## src/rtl/serial_byte_rx.sv

```systemverilog
module serial_byte_rx #(
  parameter int BIT_CYCLES   = 16,
  parameter int FIRST_CYCLES = 24,
  parameter int SCAN_CYCLES  = 4
) (
  input  logic       clk,
  input  logic       rst_n,
  input  logic       line_i,
  output logic [7:0] byte_o,
  output logic [3:0] state_o,
  output logic       bit_o,
  output logic       byte_valid_o,
  output logic       frame_err_o
);
  localparam int MAXA = (FIRST_CYCLES > BIT_CYCLES) ? FIRST_CYCLES : BIT_CYCLES;
  localparam int MAXC = (MAXA > SCAN_CYCLES) ? MAXA : SCAN_CYCLES;
  localparam int TW   = $clog2(MAXC + 1);
  localparam logic [3:0] IDLE = 4'd9;
  localparam logic [3:0] LAST = 4'd8;

  logic [1:0]    sync;
  logic [TW-1:0] tmr;
  logic          tick;
  logic          smp;

  assign tick = (tmr == '0);
  assign smp  = sync[1];

  always_ff @(posedge clk) begin
    if (!rst_n) sync <= 2'b11;
    else        sync <= {sync[0], line_i};
  end

  always_ff @(posedge clk) begin
    if (!rst_n) begin
      tmr          <= TW'(SCAN_CYCLES - 1);
      state_o      <= IDLE;
      bit_o        <= 1'b1;
      byte_o       <= 8'h00;
      byte_valid_o <= 1'b0;
      frame_err_o  <= 1'b0;
    end else begin
      byte_valid_o <= 1'b0;
      if (!tick) begin
        tmr <= tmr - 1'b1;
      end else begin
        bit_o <= smp;
        if (state_o == IDLE) begin
          if (smp) begin
            tmr <= TW'(SCAN_CYCLES - 1);
          end else begin
            state_o <= 4'd0;
            tmr     <= TW'(FIRST_CYCLES - 1);
          end
        end else if (state_o == LAST) begin
          state_o     <= IDLE;
          frame_err_o <= ~smp;
          tmr         <= TW'(SCAN_CYCLES - 1);
        end else begin
          state_o      <= state_o + 4'd1;
          byte_o       <= {byte_o[6:0], smp};
          byte_valid_o <= (state_o == 4'd7);
          tmr          <= TW'(BIT_CYCLES - 1);
        end
      end
    end
  end
endmodule


```

## config.mk

```make
export PLATFORM = sky130hd
export DESIGN_NAME = serial_byte_rx
export DESIGN_NICKNAME = d
export VERILOG_FILES = /design/src/rtl/serial_byte_rx.sv
export SDC_FILE = /design/constraint.sdc
export NUM_CORES = 1
export LEC_CHECK = 0
export ABC_CLOCK_PERIOD_IN_PS = 2200
export BUFFER_PORTS_ARGS = -buffer_cell sky130_fd_sc_hd__clkbuf_2
export CELL_PAD_IN_SITES_DETAIL_PLACEMENT = 2
export CELL_PAD_IN_SITES_GLOBAL_PLACEMENT = 2
export CORE_UTILIZATION = 37
export CTS_BUF_LIST = sky130_fd_sc_hd__clkbuf_4
export DETAILED_ROUTE_END_ITERATION = 10
export GPL_ROUTABILITY_DRIVEN = 0
export PLACE_DENSITY_LB_ADDON = 0.12
export REMOVE_ABC_BUFFERS = 1
export SETUP_SLACK_MARGIN = 0.5
export SYNTH_ARGS = -nofsm -noshare
export SYNTH_HDL_FRONTEND = slang
export SYNTH_SLANG_ARGS = --single-unit
export TNS_END_PERCENT = 30
```

## constraint.sdc

```tcl
create_clock -name clk -period 2.2 [get_ports clk]
set_input_delay 0.11 -clock clk [delete_from_list [all_inputs] [get_ports clk]]
set_output_delay 0.11 -clock clk [all_outputs]
set_load 0.05 [all_outputs]
```

==> PnR_summary.wiki <==
{| class="wikitable"
! Metric !! Value
|-
| Proportion of synthesized chip area in sequential cells || 0.457
|-
| Dpl hpwl || 1.66 mm
|-
| EDFF count, synth || 0
|-
| Proportion of register bits with asynchronous set or reset after synthesis || 0
|-
| Switching portion of total power || 0.240
|-
| Global Route Usage Sum || 0.219
|-
| Top post-synthesis cells by area || dfxtp_1 (46%), mux2i_1 (9.4%), nor2b_1 (7.1%)
|-
| Number of max-cap violations || 0
|-
| Total number of yosys warnings || 0
|-
| Worst R2R Setup Slack || 580 ps
|-
| First-iteration detailed-routing DRC count || 15
|-
| Post-synthesis cell type count || 30
|-
| Worst-margin pin slew || 455 ps
|-
| Layout Utilization || 0.496
|-
| Highest routing layer actually used || met4
|-
| Area of the die || 2810 sq um
|-
| Number of detailed-route iterations in the first pass || 4
|-
| Inserted Clock Buffers || 3
|-
| Critical path class || flip-flop to flip-flop
|-
| DRC errors left || 0
|-
| Syn Inst Count || 96
|-
| Netlist area before placement || 963 sq um
|-
| Clock tree root driver cell || clkbuf_4
|-
| Power Internal || 630 uW
|-
| Worst EP required || 2430 ps
|-
| Layout Cells excl Fill || 153
|-
| Setup_tns || 0 ps
|-
| Routed length on met2 || 1.53 mm
|-
| Final Hold Viols || 0
|-
| Initial antenna violation count || 0
|-
| Routed wl met3 || 60 microns
|-
| Skew-Pair Late Insertion Delay || 330 ps
|-
| DR WL/cell || 18.5 microns
|-
| Total wirelength of the detailed-routed design || 2.83 mm
|-
| Num rows || 18
|-
| Reg clk slew, reported paths || 140 ps
|-
| Clock tree from TritonCTS || built
|-
| Wire length the detailed router placed on met1 || 1.18 mm
|-
| Kind of launch point of the worst setup path || flip-flop
|-
| Number of H-tree branching levels || 1
|-
| Vias per Instance || 5.42
|-
| Path category of the worst min-delay check || input pin to flip-flop
|-
| Core region area || 2480 sq um
|-
| PD cells || 675 nW/um^2
|-
| Leakage Power || 0.582 nW
|-
| CP max FO || 7
|-
| Post-route minimum period || 1620 ps
|-
| Post-route antenna net violation count || 0
|-
| Setup skew after layout || 9.63 ps
|-
| Power after layout || 829 uW
|-
| I/O pin total || 18
|-
| Number of global-route vias before repair || 857
|-
| Effective utilization at floorplan || 0.389
|-
| Leading register cell type out of synthesis || dfxtp_1
|-
| Maximum number of pins on one net before global-route repair || 23
|-
| Portion of total power attributed to combinational logic || 0.096
|-
| Worst reg2reg path startpoint || state_o[0]
|-
| Worst setup endpoint || byte_o[7]
|-
| Startpoint of the lowest-slack hold path || rst_n
|-
| Post-synthesis to final-layout area growth || 27.5%
|-
| Filler cell count in the final layout || 270
|-
| Placed Cells || 141
|-
| Average size of a mapped cell || 10.0 sq um
|-
| Number of nets at the end of the flow || 131
|-
| Die width || 53.0 microns
|-
| Maximum achievable frequency || 617 MHz
|-
| Number of flip-flops and latches in the synthesized netlist || 22
|-
| Launch point of the critical path || state_o[0]
|-
| Ant. Diodes || 0
|-
| Number of cell instances on the worst register-to-register path || 6
|-
| Period Utilization, post-route || 0.737
|-
| Global-route wire length before repair || 4.25 mm
|-
| Max Slew Vio Count || 0
|-
| Via Count || 829
|-
| Total setup violations reported at the end of the flow || 0
|-
| Critical Path AT || 1850 ps
|-
| Crit path capture type || flip-flop
|-
| Post-synthesis cell type with the largest combined area || dfxtp_1
|-
| Outcome || finished, final reports clean
|-
| Fraction of post-synthesis cell area in the top cell type by area || 0.457
|-
| Number of buffers on the longest clock path || 2
|-
| Fraction of layout cells with a size suffix above 1 || 0.276
|-
| Die span in y || 53.0 microns
|-
| Reg2Reg Capture Point || byte_o[7]
|-
| Clock network power share || 0.391
|-
| Hold Worst Slack || 223 ps
|-
| Sequential share of power || 0.512
|-
| RSZ-0062 raised after global routing || false
|-
| Overflow after GRT || 0
|-
| Switching component of the power || 199 uW
|-
| Max_slew headroom || 0.696
|-
| # port buffers || 17
|-
| Sinks on the clock net || 22
|-
| Maximum vdd ir drop || 512 uV
|}
critical path, stage by stage, from the launching register on:
cell and delay (ps):
dfxtp_1 480, ha_2 320, nor2_2 90, o21ai_4 220
buf_4 180, mux2i_1 180, nor2b_1 60
per-layer routing:
| metal | global-route usage | up-vias |
|---|---|---|
| li1 | - | 391 |
| met1 | 0.228 | 415 |
| met2 | 0.426 | 16 |
| met3 | 0.0287 | 7 |
| met4 | 0.101 | 0 |
| met5 | 0 | - |
per-stage QoR:
step	area, sq um	setup slack [ps]
2_1_floorplan	956	390
3_3_place_gp	1080	575
3_5_place_dp	1080	436
4_1_cts	1210	523
5_1_grt	1230	487
6_report	1230	578
layout make-up:
class / count / area [sq um] / share of cell area
inverter: 5 / 18.8 / 0.0153
clock inverter: 1 / 30.0 / 0.0244
multi-input combinational: 67 / 519 / 0.423
timing repair buffer: 25 / 160 / 0.130
clock buffer: 3 / 22.5 / 0.0183
sequential: 22 / 440 / 0.358
tap: 30 / 37.5 / 0.0305
cells by family after synthesis:
group	Yosys count	share of synthesized area
buffers and inverters	7	0.0273
AND/OR/NAND/NOR	34	0.219
XOR/XNOR	2	0.0182
multiplexers	9	0.0935
AO/OA/AOI/OAI	18	0.132
adder cells (fa/ha/maj)	4	0.0520
flip-flops	22	0.457
repair_timing:
| action | CTS | global route |
|---|---|---|
| hold buffers | 1 | 0 |
| endpoints found under the setup margin | 11 | 10 |
| pin swaps | 1 | 0 |
| gates resized for setup | 1 | 4 |
| setup buffers | 7 | 0 |
| gates cloned | 0 | 0 |
| endpoints found under the hold margin | 1 | 0 |
sequential cells by signal, indices dropped and copies added, names as in the netlist:
register      flops
frame_err_o       1
sync              2
byte_o            8
state_o           4
bit_o             1
tmr               5
byte_valid_o      1
power by group through the flow:
stage / logic (mW) / clock network [mW] / registers [mW]
6_report: 0.0800 / 0.324 / 0.425
5_1_grt: 0.0871 / 0.341 / 0.427
4_1_cts: 0.0772 / 0.321 / 0.425
3_5_place_dp: 0.0655 / 0 / 0.434
3_3_place_gp: 0.0642 / 0 / 0.433
2_1_floorplan: 0.0399 / 0 / 0.438
how the worst min path moves through the flow:
stage	to	slack, ps	cells past startpoint
2_1_floorplan	sync[0]	180	1
3_3_place_gp	sync[0]	290	2
3_5_place_dp	sync[0]	310	2
4_1_cts	sync[1]	220	2
5_1_grt	sync[1]	260	2
6_report	sync[1]	220	2
cell usage in the layout (no fill, tap or decap), types with 2 or more instances in the layout:
| cell | synthesis | routed |
|---|---|---|
| nor2_1 | 3 | 2 |
| buf_4 | 0 | 6 |
| nor2b_1 | 11 | 11 |
| clkbuf_4 | 0 | 3 |
| nor3_1 | 2 | 2 |
| nand3_1 | 4 | 4 |
| dfxtp_1 | 22 | 22 |
| nand2b_1 | 3 | 3 |
| o21ai_0 | 4 | 4 |
| ha_1 | 4 | 2 |
| a21boi_0 | 2 | 2 |
| inv_1 | 5 | 5 |
| nand2_1 | 5 | 5 |
| mux2i_1 | 9 | 9 |
| ha_2 | 0 | 2 |
| clkbuf_2 | 0 | 17 |
| a21oi_1 | 3 | 3 |
| nand3b_1 | 2 | 2 |
cells in the mapped netlist (2+ instances only):
master and n:
a21boi_0 2, a21oi_1 3, clkbuf_1 2, dfxtp_1 22, ha_1 4, inv_1 5
mux2i_1 9, nand2_1 5, nand2b_1 3, nand3_1 4, nand3b_1 2, nor2_1 3
nor2b_1 11, nor3_1 2, o21ai_0 4
No activity file was read; power rests on OpenSTA's default activity.
